File: src/rtl/irq_hub_pkg.sv
package irq_hub_pkg;

  localparam int unsigned DATA_W  = 16;
  localparam int unsigned ADDR_W  = 3;
  localparam int unsigned GPIO_N  = 16;
  localparam int unsigned EVT_W   = GPIO_N + 2;
  localparam int unsigned THERM_BIT  = 1;
  localparam int unsigned BUTTON_BIT = 12;

  localparam logic [ADDR_W-1:0] A_SYS_ST   = 3'd0;
  localparam logic [ADDR_W-1:0] A_SYS_MSK  = 3'd1;
  localparam logic [ADDR_W-1:0] A_GPIO_ST  = 3'd2;
  localparam logic [ADDR_W-1:0] A_GPIO_MSK = 3'd3;
  localparam logic [ADDR_W-1:0] A_MODE_LO  = 3'd4;
  localparam logic [ADDR_W-1:0] A_MODE_HI  = 3'd5;

  typedef enum logic [1:0] {
    TRIG_RISE  = 2'b00,
    TRIG_FALL  = 2'b01,
    TRIG_BOTH  = 2'b10,
    TRIG_LEVEL = 2'b11
  } trig_mode_e;

  function automatic logic trig_hit(trig_mode_e mode, logic cur, logic prev);
    case (mode)
      TRIG_RISE: return cur & ~prev;
      TRIG_FALL: return ~cur & prev;
      TRIG_BOTH: return cur ^ prev;
      default:   return cur;
    endcase
  endfunction

  function automatic logic group_pending(logic [DATA_W-1:0] st, logic [DATA_W-1:0] msk);
    return |(st & ~msk);
  endfunction

endpackage

File: src/rtl/irq_edge_sync.sv
module irq_edge_sync #(
  parameter int unsigned W      = 18,
  parameter int unsigned STAGES = 2
) (
  input  logic         clk,
  input  logic         rst_n,
  input  logic [W-1:0] lvl_i,
  output logic [W-1:0] cur_o,
  output logic [W-1:0] prev_o,
  output logic         armed_o
);
  localparam int unsigned ARM_W = STAGES + 1;

  logic [W-1:0] stage_q [STAGES];
  logic [W-1:0] prev_q;
  logic [ARM_W-1:0] arm_q;

  for (genvar s = 0; s < STAGES; s++) begin : g_stage
    if (s == 0) begin : g_first
      always_ff @(posedge clk or negedge rst_n)
        if (!rst_n) stage_q[s] <= '0;
        else        stage_q[s] <= lvl_i;
    end else begin : g_next
      always_ff @(posedge clk or negedge rst_n)
        if (!rst_n) stage_q[s] <= '0;
        else        stage_q[s] <= stage_q[s-1];
    end
  end

  always_ff @(posedge clk or negedge rst_n) begin
    if (!rst_n) begin
      prev_q <= '0;
      arm_q  <= '0;
    end else begin
      prev_q <= stage_q[STAGES-1];
      arm_q  <= {arm_q[ARM_W-2:0], 1'b1};
    end
  end

  assign cur_o   = stage_q[STAGES-1];
  assign prev_o  = prev_q;
  assign armed_o = arm_q[ARM_W-1];
endmodule

File: src/rtl/irq_status_bank.sv
module irq_status_bank
  import irq_hub_pkg::*;
#(
  parameter int unsigned W = 16
) (
  input  logic         clk,
  input  logic         rst_n,
  input  logic [W-1:0] set_i,
  input  logic [W-1:0] clr_i,
  input  logic         mask_we,
  input  logic [W-1:0] mask_d,
  output logic [W-1:0] status_o,
  output logic [W-1:0] mask_o,
  output logic         irq_o
);
  logic [W-1:0] status_q, mask_q;
  logic         irq_q;
  logic [DATA_W-1:0] st_ext, msk_ext;

  assign st_ext  = DATA_W'(status_q);
  assign msk_ext = {{(DATA_W-W){1'b1}}, mask_q};

  always_ff @(posedge clk or negedge rst_n) begin
    if (!rst_n) begin
      status_q <= '0;
      mask_q   <= '1;
      irq_q    <= 1'b0;
    end else begin
      status_q <= (status_q & ~clr_i) | set_i;
      if (mask_we) mask_q <= mask_d;
      irq_q    <= group_pending(st_ext, msk_ext);
    end
  end

  assign status_o = status_q;
  assign mask_o   = mask_q;
  assign irq_o    = irq_q;
endmodule

File: src/rtl/irq_hub.sv
module irq_hub
  import irq_hub_pkg::*;
(
  input  logic              clk,
  input  logic              rst_n,
  input  logic [EVT_W-1:0]  evt_in,
  input  logic [ADDR_W-1:0] bus_addr,
  input  logic [DATA_W-1:0] bus_wdata,
  input  logic              bus_we,
  output logic [DATA_W-1:0] bus_rdata,
  output logic              irq_therm,
  output logic              irq_button,
  output logic              irq_gpio
);
  localparam int unsigned MODE_W = 2 * GPIO_N;

  logic [EVT_W-1:0]  cur, prev;
  logic              armed;
  logic [MODE_W-1:0] mode_q;
  logic              therm_set, button_set;
  logic [GPIO_N-1:0] gpio_set;
  logic              therm_st, therm_mask, button_st, button_mask;
  logic [GPIO_N-1:0] gpio_st, gpio_mask;
  logic              wr_sys_st, wr_sys_msk, wr_gpio_st, wr_gpio_msk;

  irq_edge_sync #(.W(EVT_W), .STAGES(2)) u_sync (
    .clk(clk), .rst_n(rst_n), .lvl_i(evt_in),
    .cur_o(cur), .prev_o(prev), .armed_o(armed)
  );

  assign therm_set  = armed & trig_hit(TRIG_BOTH, cur[0], prev[0]);
  assign button_set = armed & trig_hit(TRIG_BOTH, cur[1], prev[1]);

  for (genvar g = 0; g < GPIO_N; g++) begin : g_trig
    assign gpio_set[g] = armed & trig_hit(trig_mode_e'(mode_q[2*g +: 2]), cur[g+2], prev[g+2]);
  end

  assign wr_sys_st   = bus_we && (bus_addr == A_SYS_ST);
  assign wr_sys_msk  = bus_we && (bus_addr == A_SYS_MSK);
  assign wr_gpio_st  = bus_we && (bus_addr == A_GPIO_ST);
  assign wr_gpio_msk = bus_we && (bus_addr == A_GPIO_MSK);

  always_ff @(posedge clk or negedge rst_n) begin
    if (!rst_n) mode_q <= '0;
    else if (bus_we && bus_addr == A_MODE_LO) mode_q[DATA_W-1:0]      <= bus_wdata;
    else if (bus_we && bus_addr == A_MODE_HI) mode_q[MODE_W-1:DATA_W] <= bus_wdata;
  end

  irq_status_bank #(.W(1)) u_therm (
    .clk(clk), .rst_n(rst_n), .set_i(therm_set),
    .clr_i(wr_sys_st & bus_wdata[THERM_BIT]),
    .mask_we(wr_sys_msk), .mask_d(bus_wdata[THERM_BIT]),
    .status_o(therm_st), .mask_o(therm_mask), .irq_o(irq_therm)
  );

  irq_status_bank #(.W(1)) u_button (
    .clk(clk), .rst_n(rst_n), .set_i(button_set),
    .clr_i(wr_sys_st & bus_wdata[BUTTON_BIT]),
    .mask_we(wr_sys_msk), .mask_d(bus_wdata[BUTTON_BIT]),
    .status_o(button_st), .mask_o(button_mask), .irq_o(irq_button)
  );

  irq_status_bank #(.W(GPIO_N)) u_gpio (
    .clk(clk), .rst_n(rst_n), .set_i(gpio_set),
    .clr_i(wr_gpio_st ? bus_wdata : '0),
    .mask_we(wr_gpio_msk), .mask_d(bus_wdata),
    .status_o(gpio_st), .mask_o(gpio_mask), .irq_o(irq_gpio)
  );

  always_comb begin
    bus_rdata = '0;
    case (bus_addr)
      A_SYS_ST: begin
        bus_rdata[THERM_BIT]  = therm_st;
        bus_rdata[BUTTON_BIT] = button_st;
      end
      A_SYS_MSK: begin
        bus_rdata[THERM_BIT]  = therm_mask;
        bus_rdata[BUTTON_BIT] = button_mask;
      end
      A_GPIO_ST:  bus_rdata = gpio_st;
      A_GPIO_MSK: bus_rdata = gpio_mask;
      A_MODE_LO:  bus_rdata = mode_q[DATA_W-1:0];
      A_MODE_HI:  bus_rdata = mode_q[MODE_W-1:DATA_W];
      default:    bus_rdata = '0;
    endcase
  end
endmodule

File: config.mk
export PLATFORM = sky130hd
export DESIGN_NAME = irq_hub
export DESIGN_NICKNAME = d
export VERILOG_FILES = /design/src/rtl/irq_hub_pkg.sv /design/src/rtl/irq_edge_sync.sv /design/src/rtl/irq_status_bank.sv /design/src/rtl/irq_hub.sv
export SDC_FILE = /design/constraint.sdc
export NUM_CORES = 1
export LEC_CHECK = 0
export ABC_AREA = 0
export BUFFER_PORTS_ARGS = -buffer_cell sky130_fd_sc_hd__buf_2
export CAP_MARGIN = 5
export CORE_AREA = 2 2 125 115
export CTS_CLUSTER_SIZE = 14
export DETAILED_ROUTE_END_ITERATION = 12
export DIE_AREA = 0 0 127 117
export GPL_ROUTABILITY_DRIVEN = 0
export HOLD_SLACK_MARGIN = 0.15
export MAX_ROUTING_LAYER = met4
export PLACE_DENSITY_LB_ADDON = 0.25
export SYNTH_ARGS = -nofsm -noshare
export SYNTH_HDL_FRONTEND = slang
export SYNTH_SLANG_ARGS = --single-unit
File: constraint.sdc
create_clock -name clk -period 1.62 [get_ports clk]
set_input_delay 0 -clock clk [delete_from_list [all_inputs] [get_ports clk]]
set_output_delay 0 -clock clk [all_outputs]
set_load 0.03 [all_outputs]
==> summary.json, run 1 <==
{
  "logic_synthesis": {
    "syn_inst": 417,
    "synth-simple-area-share_pct": 4.69,
    "synth_fp_nets": 489,
    "synth_compound_area_share_pct": 5.49,
    "synth_top_family_by_area": "multiplexers",
    "edff_count_synth": 0,
    "synth_top_cell_area_share_pct": 46.3,
    "async_reset_ff_share_pct": 100,
    "synth.ff_latch_count": 128,
    "ys.warnings.count": 0,
    "yosys-top-cells-count": "sky130_fd_sc_hd__dfrtp_1, sky130_fd_sc_hd__inv_1, sky130_fd_sc_hd__ha_1",
    "post_synth.cell_area_avg_um2": 14.3,
    "yosys.cell_count.top_type": "sky130_fd_sc_hd__dfrtp_1",
    "synth_xor_area_share_pct": 0.295,
    "syn_area_um2": 5940,
    "yosys-mux-area-fraction_pct": 22.8,
    "synth.yosys.seq_area_share_pct": 54.3,
    "yosys.area.top_type": "sky130_fd_sc_hd__dfrtp_1",
    "synth_cell_type_count": 39,
    "synth_flop_cell": "sky130_fd_sc_hd__dfrtp_1",
    "synth.top_cells.by_area": "sky130_fd_sc_hd__dfrtp_1, sky130_fd_sc_hd__dfstp_2, sky130_fd_sc_hd__mux2_4",
    "synth-adder-area-share_pct": 6.74
  },
  "detailed_routing": {
    "routed_wirelength_um": 12600,
    "dr_total_vias": 3598,
    "routed_via_density": 5.03,
    "ant_nets": 0,
    "dr.first_iter.drc_count": 147,
    "drt-pass1-iter-count": 4,
    "post-route-drc-count": 0,
    "wl_per_cell_um": 17.6
  },
  "power_and_ir_drop": {
    "design_power_total_mw": 9.58,
    "power_leakage_nw": 3.62,
    "power-per-cell-area_nw_per_um2": 1280,
    "worst_ir_drop_vdd_uv": 767
  },
  "outcome": {
    "outcome": "complete, no violations"
  },
  "floorplan": {
    "die-area_um2": 14900,
    "core_area_um2": 13600,
    "ios": 59,
    "effective_utilization_at_floorplan_pct": 43.6,
    "chipHeight_um": 117,
    "dieWidth_um": 127,
    "floorplan.rows": 41
  },
  "critical_path": {
    "critical_path_class": "reg2reg",
    "critPathRequiredTime_ns": 1.92,
    "worstPathMaxFanout": 4,
    "critical_path.startpoint_type": "register",
    "regToRegSetupSlack_ns": 0.04,
    "timing.critical_path.to_type": "register",
    "crit_path_arrival_time_ns": 1.88
  },
  "cells_and_area": {
    "ff_latch_area_um2": 3230,
    "antennaDiodeCount": 0,
    "syn2layout_area_growth_pct": 25.9,
    "final.fill_count": 1143,
    "final_core_utilization_pct": 54.8,
    "multiInputGateArea_um2": 2400,
    "nets": 603,
    "drive_gt1_share_pct": 36.0,
    "instances_no_fill": 716
  },
  "job": {
    "maxCapViolations": 0
  },
  "sta": {
    "final.setup_skew_ns": 0.00516,
    "max_freq_ghz": 0.633,
    "finalHoldViolCount": 0,
    "slew_violations": 0,
    "fin_crit_sh_pct": 97.6,
    "fin_crit_ns": 1.58,
    "finalSetupViolations": 0,
    "relSlewSlack_pct": 61.7,
    "worst_slack_ns": 0.0391,
    "worst_pin_slew_ns": 0.575
  },
  "cts": {
    "clk_root_buffer_cell": "sky130_fd_sc_hd__clkbuf_16",
    "ctsLongestPathBuffers": 2,
    "cts_inserted_buffers": 17,
    "htree_levels": 4,
    "tritoncts": "yes",
    "cts_sinks": 128,
    "clk_pin_slew_worst_paths_ns": 0.06,
    "worst_skew_late_latency_ns": 0.42
  },
  "global_routing": {
    "overflow": 0,
    "grt_antenna_before_repair": 0,
    "grt_first_pass_wirelength_um": 19900,
    "first_global_vias": 3615,
    "grtUsageTotal_pct": 18.6,
    "grt_start_max_net_pins": 55
  },
  "placed_design": {
    "preCtsSetupSlack_ns": 0.0144,
    "io_buffer_count": 58,
    "dp_hpwl_um": 8160,
    "dp.cells": 641
  },
  "hold_path": {
    "min_path_type": "in2reg"
  }
}
cells in the final DEF (no fill, tap or decap), types with 2 or more instances in the layout:
| cell | instances |
|---|---|
| sky130_fd_sc_hd__a2111oi_0 | 4 |
| sky130_fd_sc_hd__a21oi_1 | 2 |
| sky130_fd_sc_hd__a22o_1 | 17 |
| sky130_fd_sc_hd__buf_12 | 3 |
| sky130_fd_sc_hd__buf_2 | 55 |
| sky130_fd_sc_hd__buf_4 | 13 |
| sky130_fd_sc_hd__buf_6 | 2 |
| sky130_fd_sc_hd__bufinv_16 | 3 |
| sky130_fd_sc_hd__clkbuf_1 | 2 |
| sky130_fd_sc_hd__clkbuf_16 | 17 |
| sky130_fd_sc_hd__clkbuf_8 | 2 |
| sky130_fd_sc_hd__clkinv_2 | 5 |
| sky130_fd_sc_hd__clkinvlp_4 | 3 |
| sky130_fd_sc_hd__dfrtp_1 | 110 |
| sky130_fd_sc_hd__dfstp_2 | 18 |
| sky130_fd_sc_hd__dlygate4sd3_1 | 39 |
| sky130_fd_sc_hd__ha_1 | 31 |
| sky130_fd_sc_hd__inv_1 | 52 |
| sky130_fd_sc_hd__mux2_2 | 21 |
| sky130_fd_sc_hd__mux2_4 | 30 |
| sky130_fd_sc_hd__mux2i_1 | 31 |
| sky130_fd_sc_hd__mux4_2 | 16 |
| sky130_fd_sc_hd__nand2_1 | 16 |
| sky130_fd_sc_hd__nand3_1 | 2 |
| sky130_fd_sc_hd__nor2b_1 | 14 |
| sky130_fd_sc_hd__o22ai_1 | 15 |
| sky130_fd_sc_hd__xor2_1 | 2 |
path summary, 6_finish.rpt:
kind / endpoint / cells past startpoint / from
max in group asynchronous: u_gpio.mask_o[7]$_DFFE_PN1P_ / 4 / rst_n
hold / removal: u_therm.status_o$_DFF_PN0_ / 4 / bus_addr[2]
setup reg to reg: u_gpio.status_o[5]$_DFF_PN0_ / 5 / u_sync.cur_o[7]$_DFF_PN0_
hold reg to reg: u_sync.cur_o[12]$_DFF_PN0_ / 0 / u_sync.stage_q[30]$_DFF_PN0_
setup / recovery: u_gpio.status_o[5]$_DFF_PN0_ / 5 / u_sync.cur_o[7]$_DFF_PN0_
min in group asynchronous: u_sync.prev_o[2]$_DFF_PN0_ / 3 / rst_n
report_power, final:
group | leakage [nW] | switching [mW] | total, mW | internal [mW]
Clock | 0.289 | 1.37 | 3.85 | 2.48
Sequential | 1.44 | 0.368 | 4.08 | 3.71
Combinational | 1.89 | 0.714 | 1.64 | 0.927
Total | 3.62 | 2.45 | 9.58 | 7.12
layer usage:
| metal | part of all wire [%] | global-route usage [%] | vias up | wire length (um) |
|---|---|---|---|---|
| met4 | 1.0 | 6.89 | 0 | 128 |
| met2 | 48 | 28.3 | 63 | 6080 |
| met1 | 47 | 24.5 | 1837 | 5940 |
| met3 | 3.6 | 4.64 | 9 | 456 |
| met5 | 0 | - | - | 0 |
| li1 | - | - | 1689 | - |
through the flow:
step	hold slack (ns)	setup TNS (ns)	area (um^2)
finish	0.179	0	7480
floorplan	-0.296	0	5940
detailed placement	0.00582	0	6440
global placement	0.00602	0	6440
global route	0.203	-0.0107	7480
CTS	0.160	0	7430
layout make-up:
class,count,area share (%)
clock buffers,21,6.15
multi-input cells,219,32.0
repair buffers,112,11.3
well taps,172,2.88
flip-flops and latches,128,43.1
clock inverters,11,1.84
inverters,53,2.66
what timing repair did:
action | CTS | global route
hold buffers | 39 | 0
hold endpoints to repair | 203 | 0
gates resized for setup | 0 | 7
setup buffers | 0 | 4
setup endpoints to repair | 0 | 8
sequential cells by signal (all words and copies together) (netlist names), 3 cells and up:
signal / cells
u_sync.arm_q: 3
u_gpio.status_o: 16
u_gpio.mask_o: 16
u_sync.prev_o: 18
mode_q: 32
u_sync.cur_o: 18
u_sync.stage_q: 18
critical path, cell delays in order (launching register included):
cell                      delay [ns]
sky130_fd_sc_hd__dfrtp_1        0.39
sky130_fd_sc_hd__inv_1          0.09
sky130_fd_sc_hd__ha_4           0.26
sky130_fd_sc_hd__inv_1          0.04
sky130_fd_sc_hd__mux4_2         0.44
sky130_fd_sc_hd__a22o_1         0.24
cell families (layout without fill, tap and decap cells):
| kind of cell | Yosys count | count (layout) |
|---|---|---|
| other | 1 | 1 |
| buffers and inverters | 70 | 197 |
| and+or+nand+nor | 43 | 43 |
| muxes | 98 | 98 |
| adders and majority gates | 32 | 32 |
| DFF | 128 | 128 |
| xor gates and xnor gates | 2 | 2 |
| AOI/OAI and AO/OA | 43 | 43 |
No activity file was read; power rests on OpenSTA's default activity.
==> inputs of run 2 (changes only) <==
--- a/config.mk
+++ b/config.mk
@@ -8,14 +8,17 @@
 export ABC_AREA = 0
 export BUFFER_PORTS_ARGS = -buffer_cell sky130_fd_sc_hd__buf_2
 export CAP_MARGIN = 5
-export CORE_AREA = 2 2 125 115
+export CORE_AREA = 2 2 127 117
 export CTS_CLUSTER_SIZE = 14
 export DETAILED_ROUTE_END_ITERATION = 12
-export DIE_AREA = 0 0 127 117
+export DIE_AREA = 0 0 129 119
 export GPL_ROUTABILITY_DRIVEN = 0
+export GPL_TIMING_DRIVEN = 1
 export HOLD_SLACK_MARGIN = 0.15
 export MAX_ROUTING_LAYER = met4
 export PLACE_DENSITY_LB_ADDON = 0.25
+export RECOVER_POWER = 100
 export SYNTH_ARGS = -nofsm -noshare
 export SYNTH_HDL_FRONTEND = slang
+export SYNTH_HIERARCHICAL = 1
 export SYNTH_SLANG_ARGS = --single-unit
==> run 2 against run 1 <==
  * The flow now finishes with violations (negative setup slack)
  * Clock power is 4% higher
  * Register-to-register slack worse by 0.07 ns
  * Critical endpoint is now u_gpio/status_o[14]$_DFF_PN0_
  * Synthesized cell count is 14% higher
  * Worst hold slack better by 0.022 ns
  * Final cell count is 11% higher
  * Setup slack worse by 0.070 ns
  * Non-clock buffer count is 14 higher
  * Via count is 5.2% higher
  * Area after synthesis is 4.7% higher
  * Clock skew is 0.00072 ns higher
==> summary.json, run 2 <==
{
  "outcome": {
    "outcome": "finished, violations left",
    "failing_checks": "negative setup slack"
  },
  "sta": {
    "finalHoldViolCount": 0,
    "relSlewSlack_pct": 53.7,
    "worst_pin_slew_ns": 0.694,
    "fin_crit_sh_pct": 102,
    "unrepaired_setup_endpoints_after_global_routing": "true",
    "worst_slack_ns": -0.0308,
    "slew_violations": 0,
    "finalSetupViolations": 4,
    "final.setup_skew_ns": 0.00588,
    "hold_slack_ns": 0.201,
    "fin_crit_ns": 1.65,
    "max_freq_ghz": 0.606
  },
  "hold_path": {
    "min_path_type": "in2reg",
    "hold-path-endpoint": "u_therm/mask_o$_DFFE_PN1P_",
    "hold_path_startpoint": "bus_addr[1]",
    "holdPathStages": 3
  },
  "logic_synthesis": {
    "yosys.area.top_type": "sky130_fd_sc_hd__dfrtp_1",
    "syn_area_um2": 6220,
    "edff_count_synth": 0,
    "synth_fp_nets": 547,
    "synth.yosys.seq_area_share_pct": 51.8,
    "synth.top_cells.by_area": "sky130_fd_sc_hd__dfrtp_1, sky130_fd_sc_hd__dfstp_2, sky130_fd_sc_hd__ha_1",
    "yosys-top-cells-count": "sky130_fd_sc_hd__dfrtp_1, sky130_fd_sc_hd__inv_1, sky130_fd_sc_hd__and2_1",
    "syn_inst": 475,
    "async_reset_ff_share_pct": 100,
    "yosys.cell_count.top_type": "sky130_fd_sc_hd__dfrtp_1",
    "synth_cell_type_count": 38,
    "post_synth.cell_area_avg_um2": 13.1,
    "ys.warnings.count": 6,
    "synth.ff_latch_count": 128,
    "synth_flop_cell": "sky130_fd_sc_hd__dfrtp_1",
    "synth_top_cell_area_share_pct": 44.2
  },
  "cells_and_area": {
    "regMostFlops": "mode_q",
    "largest_register_ff_count": 32,
    "final.fill_count": 1251,
    "drive_gt1_share_pct": 31.2,
    "layout_common_cells": "sky130_fd_sc_hd__dfrtp_1, sky130_fd_sc_hd__inv_1, sky130_fd_sc_hd__dlygate4sd3_1, sky130_fd_sc_hd__buf_2, sky130_fd_sc_hd__and2_1",
    "layout.cells.most_common": "sky130_fd_sc_hd__dfrtp_1",
    "syn2layout_area_growth_pct": 24.2,
    "antennaDiodeCount": 0,
    "nets": 659
  },
  "global_routing": {
    "overflow": 0,
    "grtUsageTotal_pct": 19.7,
    "grt_start_max_net_pins": 47,
    "grt_first_pass_wirelength_um": 21900,
    "first_global_vias": 4038,
    "grt_antenna_before_repair": 0
  },
  "placed_design": {
    "io_buffer_count": 58,
    "dp_hpwl_um": 8700,
    "preCtsSetupSlack_ns": -0.0661
  },
  "detailed_routing": {
    "dr.first_iter.drc_count": 217,
    "drt-pass1-iter-count": 4,
    "routed_wirelength_um": 13200,
    "dr_total_vias": 3785,
    "ant_nets": 0,
    "routed_via_density": 4.74,
    "post-route-drc-count": 0,
    "wl_per_cell_um": 16.6
  },
  "floorplan": {
    "die-area_um2": 15400,
    "floorplan.rows": 42,
    "dieWidth_um": 129,
    "effective_utilization_at_floorplan_pct": 43.7,
    "core_area_um2": 14200,
    "ios": 59,
    "chipHeight_um": 119
  },
  "cts": {
    "ctsLongestPathBuffers": 2,
    "tritoncts": "yes",
    "clk_pin_slew_worst_paths_ns": 0.06,
    "cts_sinks": 128,
    "cts_inserted_buffers": 17,
    "htree_levels": 4,
    "worst_skew_late_latency_ns": 0.42,
    "clk_root_buffer_cell": "sky130_fd_sc_hd__clkbuf_16"
  },
  "power_and_ir_drop": {
    "design_power_total_mw": 9.71,
    "power.internal_mw": 7.28,
    "worst_ir_drop_vdd_uv": 755,
    "power.switching_mw": 2.43,
    "p_seq_share_pct": 42.0,
    "combinationalPowerShare_pct": 16.6,
    "portion_of_total_power_attributed_to_the_clock_network_pct": 41.4,
    "power-per-cell-area_nw_per_um2": 1260,
    "power.share.switching_pct": 25.0,
    "power_leakage_nw": 3.63
  },
  "critical_path": {
    "critical_path.max_stage_delay_ns": 0.45,
    "critical_path.startpoint_type": "register",
    "crit_path_arrival_time_ns": 1.96,
    "r2r_end": "u_gpio/status_o[14]$_DFF_PN0_",
    "crit_chain": "inv_1, ha_1, inv_1, mux4_2, and2_1, a21o_2",
    "timing.critical_path.to_type": "register",
    "critical_path_class": "reg2reg",
    "critPathRequiredTime_ns": 1.93,
    "worstPathMaxFanout": 3,
    "critPathSlowestCell": "sky130_fd_sc_hd__mux4_2",
    "critical_path.most_common_cell": "sky130_fd_sc_hd__inv_1",
    "r2r.worst_path.cells": 6,
    "regToRegSetupSlack_ns": -0.03,
    "r2r_start": "u_sync/cur_o[16]$_DFF_PN0_"
  },
  "job": {
    "maxCapViolations": 0
  }
}
## run 2: cell types whose count changed in the layout (fill, tap and decap cells not counted), sizes merged, moves of 4 or more
cell    before  now
and2         0   34
clkbuf      21   55
inv         53   71
a21o         1   18
a22o        17    0
buf         73   61
nand2       16    7
clkinv       5    1
## run 2: logic make-up after synthesis
group                      Yosys count  synth area share, %
DFF                                128                 51.8
muxes                               94                 20.7
other                                1               0.0602
buffers and inverters              104                 8.24
xor gates and xnor gates             2                0.281
AOI/OAI and AO/OA                   45                 5.15
adders and majority gates           32                 6.43
and+or+nand+nor                     69                 7.36
## run 2: worst max-delay path by stage
| stage | from | endpoint | slack (ns) | depth (start not counted) |
|---|---|---|---|---|
| 6_report | u_sync/cur_o[16]$_DFF_PN0_ | u_gpio/status_o[14]$_DFF_PN0_ | -0.03 | 6 |
| 5_1_grt | u_sync/cur_o[14]$_DFF_PN0_ | u_gpio/status_o[12]$_DFF_PN0_ | -0.09 | 5 |
| 4_1_cts | u_sync/cur_o[14]$_DFF_PN0_ | u_gpio/status_o[12]$_DFF_PN0_ | -0.03 | 6 |
| 3_5_place_dp | u_sync/cur_o[14]$_DFF_PN0_ | u_gpio/status_o[12]$_DFF_PN0_ | -0.07 | 6 |
| 3_3_place_gp | u_sync/cur_o[5]$_DFF_PN0_ | u_gpio/status_o[3]$_DFF_PN0_ | -0.02 | 6 |
| 2_1_floorplan | u_sync/cur_o[16]$_DFF_PN0_ | u_gpio/status_o[14]$_DFF_PN0_ | 0.01 | 7 |
## run 2: per-stage QoR
stage	TNS (ns)	util, %	area (um^2)	instances
floorplan	0	-	6220	475
finish	-0.0819	54.3	7730	798
global placement	-0.0312	46.6	6640	709
detailed placement	-0.211	46.6	6640	709
global route	-1.25	54.3	7730	798
CTS	-0.114	54.5	7760	790
## run 2: worst max-delay path, delay by kind of cell, from the launching register on
kind                       cells  cell delay (ns)
muxes                          1             0.45
AOI/OAI and AO/OA              1             0.18
DFF                            1             0.38
adders and majority gates      1             0.27
buffers and inverters          2             0.09
and+or+nand+nor                1             0.17
## run 2: area by class of cell
cell class              instances  area [um^2]  share of cell area, %
multi-input cells             243         2460                   31.8
flip-flops and latches        128         3230                   41.7
clock buffers                  28          537                   6.94
well taps                     198          248                   3.20
inverters                      71          267                   3.45
repair buffers                126          903                   11.7
clock inverters                 4         95.1                   1.23
## run 2: power by group through the flow
stage	sequential (mW)	clock, mW	combinational (mW)
detailed placement	4.14	0	1.57
floorplan	4.03	0	1.17
global route	4.15	4.26	1.77
CTS	4.09	4.11	1.70
finish	4.08	4.02	1.61
global placement	4.12	0	1.53
## run 2: repair_timing
| item | in CTS | in global routing |
|---|---|---|
| setup buffers | 11 | 8 |
| setup endpoints to repair | 13 | 19 |
| endpoints found under the hold margin | 213 | 0 |
| gates resized for setup | 5 | 9 |
| pin swaps | 1 | 4 |
| hold buffers | 38 | 0 |
## run 2: layer usage
layer	global-route usage, %	routed length [um]
met1	26.6	6300
met2	29.4	6260
met3	5.39	525
met4	5.77	162
met5	-	0
==> inputs of run 3 (changes only) <==
--- a/config.mk
+++ b/config.mk
@@ -5,13 +5,14 @@
 export SDC_FILE = /design/constraint.sdc
 export NUM_CORES = 1
 export LEC_CHECK = 0
-export ABC_AREA = 0
+export ABC_AREA = 1
 export BUFFER_PORTS_ARGS = -buffer_cell sky130_fd_sc_hd__buf_2
 export CAP_MARGIN = 5
-export CORE_AREA = 2 2 127 117
+export CORE_AREA = 2 2 128 117
+export CTS_CLUSTER_DIAMETER = 150
 export CTS_CLUSTER_SIZE = 14
 export DETAILED_ROUTE_END_ITERATION = 12
-export DIE_AREA = 0 0 129 119
+export DIE_AREA = 0 0 130 119
 export GPL_ROUTABILITY_DRIVEN = 0
 export GPL_TIMING_DRIVEN = 1
 export HOLD_SLACK_MARGIN = 0.15
==> run 3 against run 2 <==
  * The run now ends clean
  * Critical endpoint is now u_therm/mask_o$_DFFE_PN1P_
  * Area after synthesis rose by 0.46%
  * Clock skew rose by 0.0053 ns
  * Setup slack improved by 0.11 ns
  * Clock power fell by 2%
==> summary.json, run 3 <==
{
  "logic_synthesis": {
    "synth.ff_latch_count": 128,
    "async_reset_ff_share_pct": 100,
    "synth_cell_type_count": 26,
    "synth_top_cell_area_share_pct": 44.0,
    "post_synth.cell_area_avg_um2": 8.55,
    "yosys.cell_count.top_type": "sky130_fd_sc_hd__nand2_1",
    "ys.warnings.count": 6,
    "synth.yosys.seq_area_share_pct": 51.6,
    "syn_area_um2": 6250,
    "yosys-top-cells-count": "sky130_fd_sc_hd__nand2_1, sky130_fd_sc_hd__inv_1, sky130_fd_sc_hd__dfrtp_1",
    "synth_fp_nets": 803,
    "yosys.area.top_type": "sky130_fd_sc_hd__dfrtp_1",
    "syn_inst": 731,
    "synth.top_cells.by_area": "sky130_fd_sc_hd__dfrtp_1, sky130_fd_sc_hd__nand2_1, sky130_fd_sc_hd__inv_1",
    "edff_count_synth": 0,
    "synth_flop_cell": "sky130_fd_sc_hd__dfrtp_1"
  },
  "cts": {
    "htree_levels": 4,
    "cts_sinks": 128,
    "tritoncts": "yes",
    "clk_pin_slew_worst_paths_ns": 0.06,
    "cts-hold-fix-buffers": 39,
    "resized_gates_after_cts": 0,
    "clk_root_buffer_cell": "sky130_fd_sc_hd__clkbuf_16",
    "worst_skew_late_latency_ns": 0.43,
    "cts_inserted_buffers": 17,
    "ctsLongestPathBuffers": 2,
    "cts_setup_buffers": 0
  },
  "power_and_ir_drop": {
    "worst_ir_drop_vdd_uv": 819,
    "design_power_total_mw": 9.33,
    "power-per-cell-area_nw_per_um2": 1220,
    "power_leakage_nw": 3.90
  },
  "cells_and_area": {
    "syn2layout_area_growth_pct": 22.3,
    "largest_register_ff_count": 32,
    "final_core_utilization_pct": 53.3,
    "drive_gt1_share_pct": 13.6,
    "regMostFlops": "mode_q",
    "layout.cells.most_common": "sky130_fd_sc_hd__nand2_1",
    "nets": 892,
    "layout_common_cells": "sky130_fd_sc_hd__nand2_1, sky130_fd_sc_hd__inv_1, sky130_fd_sc_hd__dfrtp_1",
    "antennaDiodeCount": 0
  },
  "sta": {
    "fin_crit_sh_pct": 94.9,
    "fin_tns_setup_ns": 0,
    "worst_pin_slew_ns": 0.690,
    "final.setup_skew_ns": 0.0111,
    "unrepaired_setup_endpoints_after_global_routing": "false",
    "finalHoldViolCount": 0,
    "slew_violations": 0,
    "finalSetupViolations": 0,
    "fin_crit_ns": 1.54,
    "max_freq_ghz": 0.651,
    "relSlewSlack_pct": 54.0
  },
  "global_routing": {
    "grtUsageTotal_pct": 22.0,
    "grt_antenna_before_repair": 0,
    "grt_start_max_net_pins": 46,
    "first_global_vias": 5043,
    "grt_first_pass_wirelength_um": 25300,
    "overflow": 0
  },
  "detailed_routing": {
    "post-route-drc-count": 0,
    "dr.first_iter.drc_count": 382,
    "routed_wirelength_um": 15100,
    "dr_total_vias": 5026,
    "wl_per_cell_um": 14.7,
    "drt-pass1-iter-count": 5,
    "routed_via_density": 4.87,
    "ant_nets": 0
  },
  "floorplan": {
    "chipHeight_um": 119,
    "effective_utilization_at_floorplan_pct": 43.6,
    "ios": 59,
    "floorplan.rows": 42,
    "die-area_um2": 15500,
    "core_area_um2": 14300,
    "dieWidth_um": 130
  },
  "job": {
    "maxCapViolations": 0
  },
  "critical_path": {
    "critPathRequiredTime_ns": 1.99,
    "critical_path.startpoint_type": "primary input",
    "crit_path_arrival_time_ns": 1.91,
    "worstPathMaxFanout": 4,
    "critical_path_class": "in2reg",
    "timing.critical_path.to_type": "register"
  },
  "hold_path": {
    "min_path_type": "in2reg"
  },
  "placed_design": {
    "dp_hpwl_um": 10300,
    "io_buffer_count": 58
  },
  "outcome": {
    "outcome": "complete, no violations"
  }
}
run 3: kinds of logic after synthesis:
| family | Yosys count | share of synthesized area (%) |
|---|---|---|
| AO/OA/AOI/OAI | 82 | 8.08 |
| AND/OR/NAND/NOR | 314 | 21.6 |
| adder cells (fa/ha/maj) | 32 | 6.40 |
| buffers and inverters | 174 | 12.3 |
| flip-flops | 128 | 51.6 |
| other | 1 | 0.0600 |
run 3: area by class of cell:
type | instances | area, um^2
fillers | 1326 | 6700
flip-flops and latches | 128 | 3230
multi-input cells | 429 | 2250
repair buffers | 114 | 830
inverters | 130 | 488
clock buffers | 22 | 474
well taps | 198 | 248
clock inverters | 10 | 136
run 3: worst paths after layout:
path                       cells after the start                            to                    startpoint  slack, ns
setup / recovery                               8    u_therm/mask_o$_DFFE_PN1P_                        bus_we       0.08
hold / removal                                 7   u_button/mask_o$_DFFE_PN1P_                   bus_addr[0]       0.20
setup reg to reg                               8  u_gpio/status_o[3]$_DFF_PN0_     u_sync/cur_o[5]$_DFF_PN0_       0.28
hold reg to reg                                0     u_sync/cur_o[5]$_DFF_PN0_  u_sync/stage_q[23]$_DFF_PN0_       0.35
max in group asynchronous                      4  u_gpio/mask_o[5]$_DFFE_PN1P_                         rst_n       0.16
min in group asynchronous                      3    u_sync/prev_o[9]$_DFF_PN0_                         rst_n       0.71
run 3: metrics by stage:
stage	worst slack, ns	area, um^2	hold slack, ns	instances
5_1_grt	0.0200	7650	0.204	1031
3_3_place_gp	0.357	6710	-0.0319	960
6_report	0.0831	7650	0.201	1031
2_1_floorplan	0.396	6250	-0.296	731
4_1_cts	0.116	7710	0.171	1031
3_5_place_dp	0.308	6710	-0.0275	960
run 3: report_power, final:
part | internal (mW) | switching, mW
logic | 0.540 | 0.879
clock network | 2.53 | 1.39
registers | 3.65 | 0.336
total | 6.72 | 2.61
run 3: worst max-delay path, stage by stage:
cell and delay, ns:
sky130_fd_sc_hd__dlygate4sd3_1 0.53, sky130_fd_sc_hd__buf_2 0.17, sky130_fd_sc_hd__inv_1 0.10, sky130_fd_sc_hd__nor4_1 0.24
sky130_fd_sc_hd__buf_4 0.19, sky130_fd_sc_hd__nand2_1 0.05, sky130_fd_sc_hd__dlygate4sd3_1 0.56, sky130_fd_sc_hd__nand2_1 0.07
run 3: layer usage:
| metal | GRT usage, % | wire (um) |
|---|---|---|
| met5 | - | 0 |
| met4 | 7.19 | 217 |
| met3 | 5.75 | 806 |
| met2 | 32.4 | 6980 |
| met1 | 29.7 | 7150 |
